===== src/rtl/busrel_pkg.sv =====
package busrel_pkg;

    localparam int NGRP = 11;

    // pin group bit positions
    localparam int G_AD   = 0;
    localparam int G_ALO  = 1;
    localparam int G_AHI  = 2;
    localparam int G_RD   = 3;
    localparam int G_WR   = 4;
    localparam int G_HWR  = 5;
    localparam int G_RW   = 6;
    localparam int G_RAS  = 7;
    localparam int G_CS0  = 8;
    localparam int G_CS1  = 9;
    localparam int G_CS2  = 10;

    localparam logic [NGRP-1:0] STROBE_MASK =
        (NGRP'(1) << G_RD) | (NGRP'(1) << G_WR) | (NGRP'(1) << G_HWR) |
        (NGRP'(1) << G_RW) | (NGRP'(1) << G_RAS);

    localparam logic [NGRP-1:0] PULLUP_MASK =
        (NGRP'(1) << G_AHI) | (NGRP'(1) << G_HWR) | (NGRP'(1) << G_RW) |
        (NGRP'(1) << G_RAS) | (NGRP'(1) << G_CS0) | (NGRP'(1) << G_CS1) |
        (NGRP'(1) << G_CS2);

    typedef enum logic [2:0] {
        ST_IDLE,
        ST_WAIT_END,
        ST_DRIVE_INACT,
        ST_FLOATED,
        ST_RESTORE
    } rel_state_t;

endpackage


===== src/rtl/busrel_sync.sv =====
module busrel_sync #(
    parameter int   STAGES    = 2,
    parameter logic RESET_VAL = 1'b1
) (
    input  logic clk,
    input  logic rst_n,
    input  logic d_async,
    output logic q_sync
);
    logic [STAGES-1:0] chain_q;

    always_ff @(posedge clk or negedge rst_n) begin
        if (!rst_n) begin
            chain_q <= {STAGES{RESET_VAL}};
        end else begin
            chain_q <= {chain_q[STAGES-2:0], d_async};
        end
    end

    assign q_sync = chain_q[STAGES-1];
endmodule


===== src/rtl/busrel_fsm.sv =====
module busrel_fsm
    import busrel_pkg::*;
#(
    parameter int DRIVE_CYCLES = 2
) (
    input  logic       clk,
    input  logic       rst_n,
    input  logic       req,
    input  logic       wait_n,
    input  logic       cycle_active,
    output rel_state_t state,
    output logic       bus_ack_n,
    output logic       core_stall
);
    localparam int CW = $clog2(DRIVE_CYCLES + 1);
    localparam logic [CW-1:0] CNT_LAST = CW'(DRIVE_CYCLES - 1);

    rel_state_t state_q, state_d;
    logic [CW-1:0] cnt_q;
    logic ack_n_q;
    logic busy_cycle;
    logic cnt_done;

    assign busy_cycle = cycle_active || !wait_n;
    assign cnt_done   = (cnt_q == CNT_LAST);

    // next-state logic
    always_comb begin
        state_d = state_q;
        unique case (state_q)
            ST_IDLE: begin
                if (req) state_d = busy_cycle ? ST_WAIT_END : ST_DRIVE_INACT;
            end
            ST_WAIT_END: begin
                if (!req)            state_d = ST_IDLE;
                else if (!busy_cycle) state_d = ST_DRIVE_INACT;
            end
            ST_DRIVE_INACT: begin
                if (cnt_done) state_d = ST_FLOATED;
            end
            ST_FLOATED: begin
                if (!req && ack_n_q) state_d = ST_RESTORE;
            end
            ST_RESTORE: begin
                if (cnt_done) state_d = ST_IDLE;
            end
            default: state_d = ST_IDLE;
        endcase
    end

    // state register, interval counter and acknowledge register
    always_ff @(posedge clk or negedge rst_n) begin
        if (!rst_n) begin
            state_q <= ST_IDLE;
            cnt_q   <= '0;
            ack_n_q <= 1'b1;
        end else begin
            state_q <= state_d;
            if ((state_q == ST_DRIVE_INACT || state_q == ST_RESTORE) && !cnt_done)
                cnt_q <= cnt_q + 1'b1;
            else
                cnt_q <= '0;
            ack_n_q <= !(state_q == ST_FLOATED && req);
        end
    end

    assign state      = state_q;
    assign bus_ack_n  = ack_n_q;
    assign core_stall = (state_q != ST_IDLE);

    assert_ack_only_floated_R5: assert property (@(posedge clk) disable iff (!rst_n)
        !ack_n_q |-> state_q == ST_FLOATED);

    assert_ack_fall_after_float_R5: assert property (@(posedge clk) disable iff (!rst_n)
        $fell(ack_n_q) |-> $past(state_q) == ST_FLOATED);

    assert_restore_needs_ack_high_R6: assert property (@(posedge clk) disable iff (!rst_n)
        state_q == ST_RESTORE |-> ack_n_q);

    assert_wait_not_cut_R2: assert property (@(posedge clk) disable iff (!rst_n)
        (state_q == ST_WAIT_END && busy_cycle) |=> (state_q == ST_WAIT_END || state_q == ST_IDLE));

    assert_counter_bound_R3: assert property (@(posedge clk) disable iff (!rst_n)
        cnt_q < CW'(DRIVE_CYCLES));
endmodule


===== src/rtl/busrel_pinctl.sv =====
module busrel_pinctl
    import busrel_pkg::*;
(
    input  logic            clk,
    input  logic            rst_n,
    input  rel_state_t      state,
    input  logic [NGRP-1:0] grp_bus,
    input  logic            cs2_pd_cfg,
    output logic [NGRP-1:0] grp_float,
    output logic [NGRP-1:0] grp_force_hi,
    output logic [NGRP-1:0] grp_pull_up,
    output logic            cs2_pull_dn
);
    logic in_drive;
    logic in_float;

    assign in_drive = (state == ST_DRIVE_INACT) || (state == ST_RESTORE);
    assign in_float = (state == ST_FLOATED);

    for (genvar g = 0; g < NGRP; g++) begin : g_pin
        localparam bit IS_STROBE = STROBE_MASK[g];
        localparam bit HAS_PU    = PULLUP_MASK[g];
        assign grp_float[g]    = grp_bus[g] && in_float;
        if (IS_STROBE) begin : g_strobe
            assign grp_force_hi[g] = grp_bus[g] && in_drive;
        end else begin : g_plain
            assign grp_force_hi[g] = 1'b0;
        end
        if (HAS_PU) begin : g_pu
            assign grp_pull_up[g] = grp_bus[g] && in_float;
        end else begin : g_nopu
            assign grp_pull_up[g] = 1'b0;
        end
    end

    assign cs2_pull_dn = cs2_pd_cfg && !grp_pull_up[G_CS2];

    assert_float_force_excl_R3: assert property (@(posedge clk) disable iff (!rst_n)
        (grp_float & grp_force_hi) == '0);

    assert_port_untouched_R8: assert property (@(posedge clk) disable iff (!rst_n)
        ((grp_float | grp_force_hi | grp_pull_up) & ~grp_bus) == '0);

    assert_cs2_pulls_excl_R9: assert property (@(posedge clk) disable iff (!rst_n)
        !(cs2_pull_dn && grp_pull_up[G_CS2]));
endmodule


===== src/rtl/busrel_arbiter.sv =====
module busrel_arbiter
    import busrel_pkg::*;
#(
    parameter int SYNC_STAGES  = 2,
    parameter int DRIVE_CYCLES = 2
) (
    input  logic            clk,
    input  logic            rst_n,
    input  logic            bus_req_n,
    input  logic            wait_n,
    input  logic            cycle_active,
    input  logic [NGRP-1:0] grp_bus,
    input  logic            cs2_pd_cfg,
    output logic            bus_ack_n,
    output logic            core_stall,
    output logic [NGRP-1:0] grp_float,
    output logic [NGRP-1:0] grp_force_hi,
    output logic [NGRP-1:0] grp_pull_up,
    output logic            cs2_pull_dn
);
    logic       req_n_sync;
    logic       req;
    rel_state_t state;

    busrel_sync #(.STAGES(SYNC_STAGES), .RESET_VAL(1'b1)) u_sync (
        .clk     (clk),
        .rst_n   (rst_n),
        .d_async (bus_req_n),
        .q_sync  (req_n_sync)
    );

    assign req = !req_n_sync;

    busrel_fsm #(.DRIVE_CYCLES(DRIVE_CYCLES)) u_fsm (
        .clk          (clk),
        .rst_n        (rst_n),
        .req          (req),
        .wait_n       (wait_n),
        .cycle_active (cycle_active),
        .state        (state),
        .bus_ack_n    (bus_ack_n),
        .core_stall   (core_stall)
    );

    busrel_pinctl u_pins (
        .clk          (clk),
        .rst_n        (rst_n),
        .state        (state),
        .grp_bus      (grp_bus),
        .cs2_pd_cfg   (cs2_pd_cfg),
        .grp_float    (grp_float),
        .grp_force_hi (grp_force_hi),
        .grp_pull_up  (grp_pull_up),
        .cs2_pull_dn  (cs2_pull_dn)
    );

    assert_ack_implies_stall_R7: assert property (@(posedge clk) disable iff (!rst_n)
        !bus_ack_n |-> core_stall);

    assert_ack_means_floated_R4: assert property (@(posedge clk) disable iff (!rst_n)
        (!bus_ack_n && $stable(grp_bus)) |-> grp_float == grp_bus);
endmodule


===== config.mk =====
export PLATFORM = sky130hd
export DESIGN_NAME = busrel_arbiter
export DESIGN_NICKNAME = d
export VERILOG_FILES = /design/src/rtl/busrel_pkg.sv /design/src/rtl/busrel_sync.sv /design/src/rtl/busrel_fsm.sv /design/src/rtl/busrel_pinctl.sv /design/src/rtl/busrel_arbiter.sv
export SDC_FILE = /design/constraint.sdc
export NUM_CORES = 1
export LEC_CHECK = 0
export ABC_AREA = 1
export BUFFER_PORTS_ARGS = -buffer_cell sky130_fd_sc_hd__buf_2
export CAP_MARGIN = 20
export CORE_AREA = 2 2 46 48
export DETAILED_ROUTE_END_ITERATION = 10
export DIE_AREA = 0 0 48 50
export PLACE_DENSITY = 0.73
export SLEW_MARGIN = 30
export SYNTH_ARGS = -nofsm -noshare
export SYNTH_HDL_FRONTEND = slang
export SYNTH_HIERARCHICAL = 1
export SYNTH_SLANG_ARGS = --single-unit

===== constraint.sdc =====
create_clock -name clk -period 1.8 [get_ports clk]
set_clock_uncertainty 0.15 [all_clocks]
set_input_delay 0.18 -clock clk [delete_from_list [all_inputs] [get_ports clk]]
set_output_delay 0.18 -clock clk [all_outputs]
set_load 0.02 [all_outputs]

; ---- Yosys cells after proc, flatten, opt, wreduce, memory -nomap -nowiden
; Cells that the tools add are included.
[op_classes]
add_sub_neg = 1
eq_ne = 10
n_mux = 9
reduce_logical = 30
[ops]
columns = cell, n
row1 = logical AND 1 bit, 20
row2 = two-way mux 3 bit, 6
row3 = one-hot mux 3 bit (5 select lines), 1
row4 = equality test 3 x 2 -> 1 bit (second input constant), 2
row5 = zero test 1 bit, 5
row6 = AND reduction 5 bit, 1
row7 = two-way mux 2 bit, 2
row8 = != test 2 x 1 -> 1 bit (second input constant), 2
row9 = != test 2 bit (second input constant), 2
row10 = equality test 3 x 1 -> 1 bit (second input constant), 1
row11 = equality test 3 bit (second input constant), 1
row12 = zero test 3 bit, 1
row13 = != test 3 bit (second input constant), 1
row14 = nonzero test 3 bit, 1
row15 = adder 2 x 1 -> 2 bit (second input constant), 1
row16 = equality test 2 x 1 -> 1 bit (second input constant), 1
row17 = logical OR 1 bit, 2
[totals]
reg_bits = 8
input_bits = 17
out_inout_bits = 36
word_cells = 54

; ---- Depth between registers and ports, before layout
; Gate-level depths: netlist of the first run.
[logic_depth]
ltp_word = 5
ltp_mapped = 9
depth_no_buf = 9

; ---- By module
; The synthesis of the first run kept the hierarchy.
[modules_own_cells]
columns = module, instances, cells_each, area_per_inst_um2, seq_area_each_um2
row1 = busrel_fsm, 1, 49, 354.1, 151.4
row2 = busrel_pinctl, 1, 54, 281.5, 0.0
row3 = busrel_sync, 1, 2, 52.6, 52.6
row4 = busrel_arbiter, 1, 1, 3.8, 0.0

; ---- Worst setup path before layout of the first run
; No wires, ideal clock.
[synth_path]
path_type = reg-to-output
start = register u_fsm.state_q[2], in the netlist u_fsm/state[2]
end = output grp_pull_up[2]
arrival_ns = 1.257
required_time_ns = 1.470
slack_ns = 0.213
path_stages_with_launch = 5
path_buffers = 1
cell_sequence = dfrtp_1 inv_1 nand3_2 nor2_1 buf_4
[synth_via]
elab_chain_len = 2
[synth_rtl]
columns = item, line_no
row1 = "start, declared", busrel_fsm.sv:18  ; rel_state_t state_q, state_d;
row2 = "start signal, assigned", busrel_fsm.sv:58  ; state_q <= state_d;
row3 = equality test 3 x 2 -> 1 bit, busrel_pinctl.sv:18  ; assign in_float = (state == ST_FLOATED);
row4 = logical AND 1 bit, -
row5 = "end, declared", busrel_arbiter.sv:18  ; output logic [NGRP-1:0] grp_pull_up,
; Every way passes these cells.

; ---- Worst setup path after layout of the first run
[layout_path]
start = register u_fsm.state_q[2], in the netlist u_fsm/state[2]
end = output grp_pull_up[7]
[layout_via]
elab_chain_len = 2
[layout_rtl]
columns = item, line_no
row1 = equality test 3 x 2 -> 1 bit, busrel_pinctl.sv:18
row2 = logical AND 1 bit, busrel_pinctl.sv:30  ; assign grp_pull_up[g] = grp_bus[g] && in_float;
; Every way passes these cells.

==> flow_summary.ini, run 1 <==
[worst_setup_path]
critical_path_class = reg2out
path_cells = inv_1 -> nand3_4 -> nor2_1 -> buf_2
critPathSlowestCell = dfrtp_1
end_kind = primary output
path_max_fanout = 10
crit_required_ps = 1470
worst_ep_arrival_time_ps = 1360
slowest_delay_ps = 450
critPathLaunchType = flop

[die]
start_util = 0.364
die_area_um2 = 2400
fp.dieW_um = 48
boundaryPins = 53
rows = 16
die_h_um = 50
core_um2 = 1900

[power_and_ir_drop]
power_density_nw_per_um2 = 1430
peakVddDrop_uv = 780
p_total_w = 0.00128
p_leak_nw = 0.600

[global_route]
grt.total_usage = 0.112
grt_pass1_vias = 551
grt_antenna_before_repair = 0
grt-ovfl-total = 0
grt_first_pass_wirelength_um = 1960
grt_max_degree = 11

[synth]
synth.distinct_cells = 16
synth_top_area_share = 0.184
avgSynthCellArea_um2 = 6.53
ys_ff_latch = 8
syn-instance-count = 106
yosysWarnings = 6
ys_seq_area_frac = 0.295
ys_top_cells_by_area = buf_4 (18%), dfrtp_1 (18%), inv_1 (12%)
post-synth-top-area-cell = buf_4
syn_area_um2 = 692

[routing]
met3_length_um = 126
drtPass1Iterations = 4
wirelength_um = 1450
met1_length_um = 592
highest_layer = met4
post_drt_via_cell_ratio = 4.14
drtIter0Drc = 19
wl_per_cell_um = 8.38
vias = 716
dr_wl_met2_um = 720
drc = 0
ant_nets = 0

[timing]
final_max_slew_viol_count = 0
min_period_ps = 1690
setup_tns_ps = 0
max_freq_ghz = 0.592
rsz0062_at_grt = false
setup_viol_count_final = 0
fin_crit_sh = 0.939
hold_viol = 0

[clock_tree]
clock_sinks = 8
numCtsBuffers = 3
cts.reportedPaths.clkPinSlew_ps = 60
cts_tree = yes
clk_latency_ps = 250
cts.path.max_buffers = 2
root_buffer = clkbuf_4
post-cts-setup-buffer-count = 0
h-tree-depth = 1

[min_path]
min_path_type = in2async

[run_status]
status = complete, no violations

[layout]
area_growth_pct = 29.8
n_antenna_cell = 0
fin_nets = 165
layout-drive-gt1-share = 0.390

[flow_run]
drv_cap = 0

[place]
finalWeightedCongestion = 0.783
hpwl_um = 1220
numPortBuffers = 42
-- worst max-delay path, delay by kind of cell, from the launching register on --
family	cells	cell delay, ps
flops	1	450
buf+inv	2	350
simple gates	2	310
-- timing repair --
item	4_1_cts	5_1_grt
hold buffers	2	0
hold endpoints to repair	9	0
gates resized for setup	0	2
setup endpoints to repair	0	8
-- flip-flops by register name (all words and copies together), names as in the netlist --
name / count
u_fsm/cnt_q: 2
u_sync/chain_q: 2
u_fsm/bus_ack_n: 1
u_fsm/state: 3
-- stage by stage --
stage	util	setup WS [ps]	cells	hold slack [ps]	cell area, um^2
after global placement	0.443	397	167	-124	842
after floorplan	-	213	115	-266	726
after detailed placement	0.443	332	167	-119	842
after global routing	0.472	31.5	173	162	898
final	0.472	110	173	142	898
after CTS	0.467	58.1	173	135	888
-- kinds of logic after synthesis --
kind of cell	synth area share
buffers and inverters	0.309
flip-flops	0.295
other	0.00542
adder cells (fa/ha/maj)	0.0181
AND/OR/NAND/NOR	0.365
AO/OA/AOI/OAI	0.00723
-- path summary, 6_finish.rpt --
kind                                         from           endpoint  slack, ps  depth (start not counted)
worst max-delay path               u_fsm/state[2]     grp_pull_up[7]        110                          4
max in group asynchronous                   rst_n    u_fsm/bus_ack_n       1120                          2
min in group clk                u_sync/chain_q[0]  u_sync/chain_q[1]        210                          0
worst min-delay path                        rst_n     u_fsm/cnt_q[0]        140                          2
worst max register to register     u_fsm/state[0]     u_fsm/state[1]        370                          6
worst min register to register  u_sync/chain_q[0]  u_sync/chain_q[1]        210                          0
-- metal layers --
layer	track usage	up-vias
met5	0	-
met1	0.0975	310
met4	0.0676	0
li1	-	366
met2	0.218	38
met3	0.0110	2
-- area by class of cell --
cell class / instances / area, um^2
fill: 193 / 1000
clock buffer: 4 / 26.3
inverter: 23 / 86.3
multi-input combinational: 67 / 318
sequential: 8 / 204
tap: 27 / 33.8
timing repair buffer: 44 / 230
-- synth_stat cells --
cell and number:
nand2_1 19, inv_1 22, nor2_1 19, nand3_2 2
nand4_1 3, nand3_1 7, conb_1 1, dfrtp_1 5
ha_1 1, inv_2 1, nor2_2 3, dfstp_2 3
nand2_4 1, o21ai_0 1, nand2_2 1, buf_4 17
-- cell usage in the layout, fill, tap and decap left out, drive strengths merged --
| cell type | instances |
|---|---|
| inv | 23 |
| buf | 42 |
| dfstp | 3 |
| clkbuf | 4 |
| nor2 | 22 |
| dfrtp | 5 |
| nand3 | 9 |
| nand2 | 21 |
| conb | 10 |
| dlygate4sd3 | 2 |
| nand4 | 3 |
| o21ai | 1 |
| ha | 1 |
-- power breakdown --
group / switching (W) / internal, W
Sequential: 0.0000935 / 0.000235
Clock: 0.0000576 / 0.0000846
Combinational: 0.000549 / 0.000263
Total: 0.000700 / 0.000583
Note: power is estimated with default switching activity, not from simulation.
==> inputs of run 2 (changes only) <==
RECOVER_POWER = 50   (was unset)
==> run 2 against run 1 <==
Effect of this change:
- sequential power fell by 2%
- sequential cell count did not move
- global-route usage did not move
- sequential share of layout area rose by 0.45 points
- utilization fell by 0.92 points
- cell count did not move
- total power fell by 2.4%
- critical endpoint unchanged
==> flow_summary.ini, run 2 (synthesized netlist as in run 1, its figures left out) <==
[run_status]
status = complete, no violations

[routing]
post_drt_via_cell_ratio = 4.16
wirelength_um = 1450
drtPass1Iterations = 4
vias = 720
wl_per_cell_um = 8.40
drtIter0Drc = 13
ant_nets = 0
drc = 0

[global_route]
grt.total_usage = 0.112
grt_max_degree = 11
grt-ovfl-total = 0
grt_pass1_vias = 551
grt_antenna_before_repair = 0
grt_first_pass_wirelength_um = 1960

[layout]
most-common-layout-cells = buf_2 (37), inv_1 (22), nor2_1 (20), nand2_1 (20), conb_1 (10)
fillers = 201
mostFrequentLayoutCell = buf_2
area_growth_pct = 27.3
fin_util = 0.463
layout-drive-gt1-share = 0.342
n_antenna_cell = 0
largest_register_ffs = 3
fin_nets = 165

[power_and_ir_drop]
p_int_w = 0.000569
seqPwrFrac = 0.258
swShare = 0.546
peakVddDrop_uv = 771
p_switching_w = 0.000684
power_frac_clock = 0.113
p_leak_nw = 0.585
comb_power_share = 0.629
power_density_nw_per_um2 = 1420

[clock_tree]
cts_tree = yes
root_buffer = clkbuf_4
cts.path.max_buffers = 2
h-tree-depth = 1
numCtsBuffers = 3
post-cts-setup-buffer-count = 0
cts.reportedPaths.clkPinSlew_ps = 50
clk_latency_ps = 250
clock_sinks = 8

[timing]
hold_viol = 0
min_period_ps = 1680
fin_ws_ps = 118
setup_viol_count_final = 0
final_max_slew_viol_count = 0
max_freq_ghz = 0.595
fin_crit_sh = 0.934
setup_tns_ps = 0
rsz0062_at_grt = false
hold_slack_ps = 205

[die]
die_h_um = 50
start_util = 0.364
boundaryPins = 53
die_area_um2 = 2400
fp.dieW_um = 48
core_um2 = 1900
rows = 16

[min_path]
min_path_type = reg2reg

[worst_setup_path]
path_max_fanout = 10
worst_ep_arrival_time_ps = 1350
path_delay_family = flip-flops
worst-path-buf-inv = 2
end_kind = primary output
critPathSlowestCell = dfrtp_1
critical_path_class = reg2out
crit_required_ps = 1470
critPathLaunchType = flop
slowest_delay_ps = 440
path_cells = inv_1 -> nand3_4 -> nor2_1 -> buf_2

[place]
hpwl_um = 1220
dp_slack_ps = 332
finalWeightedCongestion = 0.783
numPortBuffers = 42

[flow_run]
drv_cap = 0
==> run 2: area by class of cell <==
cell class	count	area [um^2]	share of cell area
flip-flops and latches	8	204	0.232
multi-input cells	67	305	0.347
repair buffers	44	225	0.256
inverters	23	86.3	0.0980
clock buffers	4	26.3	0.0298
well taps	27	33.8	0.0384
==> run 2: worst paths after layout <==
path / start / to / slack [ps] / depth (start not counted)
setup / recovery: u_fsm/state[2] / grp_pull_up[7] / 120 / 4
hold / removal: u_sync/chain_q[0] / u_sync/chain_q[1] / 210 / 0
setup reg to reg: u_fsm/state[0] / u_fsm/state[1] / 230 / 6
hold reg to reg: u_sync/chain_q[0] / u_sync/chain_q[1] / 210 / 0
max in group asynchronous: rst_n / u_fsm/bus_ack_n / 950 / 2
min in group asynchronous: rst_n / u_fsm/cnt_q[0] / 220 / 2
==> run 2: routing by layer <==
| layer | up-vias | share of wire | routed length, um | GRT usage |
|---|---|---|---|---|
| li1 | 367 | - | - | - |
| met1 | 313 | 0.41 | 589 | 0.0975 |
| met2 | 38 | 0.50 | 727 | 0.218 |
| met3 | 2 | 0.087 | 126 | 0.0110 |
| met4 | 0 | 0.0069 | 10 | 0.0676 |
| met5 | - | 0 | 0 | 0 |
==> run 2: metrics by stage <==
step	power (W)	instance area, um^2	instances
after floorplan	0.000954	726	115
after global routing	0.00138	881	173
final	0.00125	881	173
after global placement	0.00110	842	167
after CTS	0.00128	888	173
after detailed placement	0.00113	842	167
==> run 2: power groups by stage <==
stage               clock network [W]  registers, W  logic [W]
CTS                          0.000153      0.000319   0.000811
global route                 0.000158      0.000331   0.000889
global placement                    0      0.000314   0.000789
finish                       0.000142      0.000323   0.000788
detailed placement                  0      0.000323   0.000806
floorplan                           0      0.000312   0.000641
==> run 2: what timing repair did <==
item	CTS	global route
gates resized for setup	0	2
hold buffers	2	0
setup endpoints to repair	0	8
endpoints found under the hold margin	9	0
==> inputs of run 3 (changes only) <==
HOLD_SLACK_MARGIN = 0.1   (was unset)
REMOVE_ABC_BUFFERS = 1   (was unset)
==> run 3 against run 2 <==
Effect of this change:
- sequential cell count unchanged
- cell area is 0.57% higher
- count of clock-buffer cells in the layout unchanged
- sequential share of layout area fell by 0.13 points
- critical path type unchanged
- critical endpoint unchanged
- largest power group unchanged
==> flow_summary.ini, run 3 (synthesized netlist as in run 1, its figures left out) <==
[timing]
final_max_slew_viol_count = 0
rsz0062_at_grt = false
setup_viol_count_final = 0
fin_ws_ps = 114
max_freq_ghz = 0.593
min_period_ps = 1690
fin_crit_sh = 0.937
setup_tns_ps = 0
hold_viol = 0

[clock_tree]
cts.reportedPaths.clkPinSlew_ps = 50
numCtsBuffers = 3
h-tree-depth = 1
root_buffer = clkbuf_4
post-cts-setup-buffer-count = 0
clk_latency_ps = 250
cts.path.max_buffers = 2
cts_tree = yes
clock_sinks = 8

[layout]
mostFrequentLayoutCell = buf_2
fillers = 197
area_growth_pct = 28.0
most-common-layout-cells = buf_2 (37), inv_1 (22), nand2_1 (20)
n_antenna_cell = 0
largest_register_ffs = 3
fin_util = 0.466
layout-drive-gt1-share = 0.356
final_cells = 173
fin_nets = 165
final_area_um2 = 886

[die]
boundaryPins = 53
fp.dieW_um = 48
start_util = 0.364
die_area_um2 = 2400
rows = 16
die_h_um = 50
core_um2 = 1900

[min_path]
holdPathEnd = u_sync/chain_q[1]
hold_depth = 0
min_path_type = reg2reg
worstHoldStart = u_sync/chain_q[0]

[routing]
post_drt_via_cell_ratio = 4.16
ant_nets = 0
drc = 0
drtPass1Iterations = 4
wirelength_um = 1460
drtIter0Drc = 3
vias = 719
wl_per_cell_um = 8.45

[worst_setup_path]
worst-path-buf-inv = 2
path_cells = inv_1 -> nand3_4 -> nor2_1 -> buf_2
path_delay_family = flip-flops
critical_path_class = reg2out
path_max_fanout = 10
slowest_delay_ps = 450
timing.rr.start = u_fsm/state[0]
critPathLaunchType = flop
rrSetupSlack_ps = 280
end_kind = primary output
r2r_end = u_fsm/state[2]
crit_required_ps = 1470
critPathSlowestCell = dfrtp_1
worst_ep_arrival_time_ps = 1360
reg2reg_depth = 6

[place]
numPortBuffers = 42
hpwl_um = 1260
finalWeightedCongestion = 0.757
dp_slack_ps = 321
placedCellCount = 167
place_area_um2 = 842

[power_and_ir_drop]
peakVddDrop_uv = 548
power_density_nw_per_um2 = 1420
p_leak_nw = 0.584

[global_route]
grt_antenna_before_repair = 0
grt_max_degree = 11
grt.total_usage = 0.115
grt_first_pass_wirelength_um = 2010
grt-ovfl-total = 0
grt_pass1_vias = 557

[run_status]
status = complete, no violations

[flow_run]
drv_cap = 0
-- run 3: through the flow --
step | hold WS [ps] | power, W
after floorplan | -266 | 0.000898
after global placement | -124 | 0.00110
after detailed placement | -122 | 0.00113
after CTS | 130 | 0.00128
after global routing | 212 | 0.00138
final | 205 | 0.00126
-- run 3: worst max path at each step --
stage                              start        endpoint  slack (ps)  cells past startpoint
after CTS                 u_fsm/state[2]  grp_pull_up[6]          50                      4
after global placement    u_fsm/state[2]  grp_pull_up[6]         340                      4
final                     u_fsm/state[2]  grp_pull_up[7]         110                      4
after floorplan           u_fsm/state[2]    grp_float[2]         220                      3
after global routing      u_fsm/state[2]    grp_float[2]          30                      4
after detailed placement  u_fsm/state[2]    grp_float[9]         320                      4
-- run 3: layout make-up --
cell class | count | area [um^2] | share of cell area
sequential | 8 | 204 | 0.230
inverter | 23 | 86.3 | 0.0975
multi-input combinational | 67 | 310 | 0.350
timing repair buffer | 44 | 225 | 0.254
clock buffer | 4 | 26.3 | 0.0297
tap | 27 | 33.8 | 0.0381
-- run 3: timing repair --
| item | CTS | global route |
|---|---|---|
| setup endpoints to repair | 0 | 12 |
| resized for setup | 0 | 4 |
| endpoints found under the hold margin | 9 | 0 |
| hold buffers | 2 | 0 |
-- run 3: report_power, final --
part           switching, W  leakage, nW  internal, W  total, W
registers         0.0000842       0.0973     0.000236  0.000320
logic              0.000547        0.472     0.000250  0.000797
clock network     0.0000594       0.0150    0.0000847  0.000144
total              0.000691        0.584     0.000570   0.00126
-- run 3: layer usage --
| metal | global-route usage | part of all wire | vias to the layer above |
|---|---|---|---|
| met3 | 0.0110 | 0.11 | 2 |
| met4 | 0.0541 | 0.011 | 0 |
| met2 | 0.227 | 0.52 | 40 |
| li1 | - | - | 366 |
| met1 | 0.105 | 0.36 | 311 |
| met5 | 0 | 0 | - |
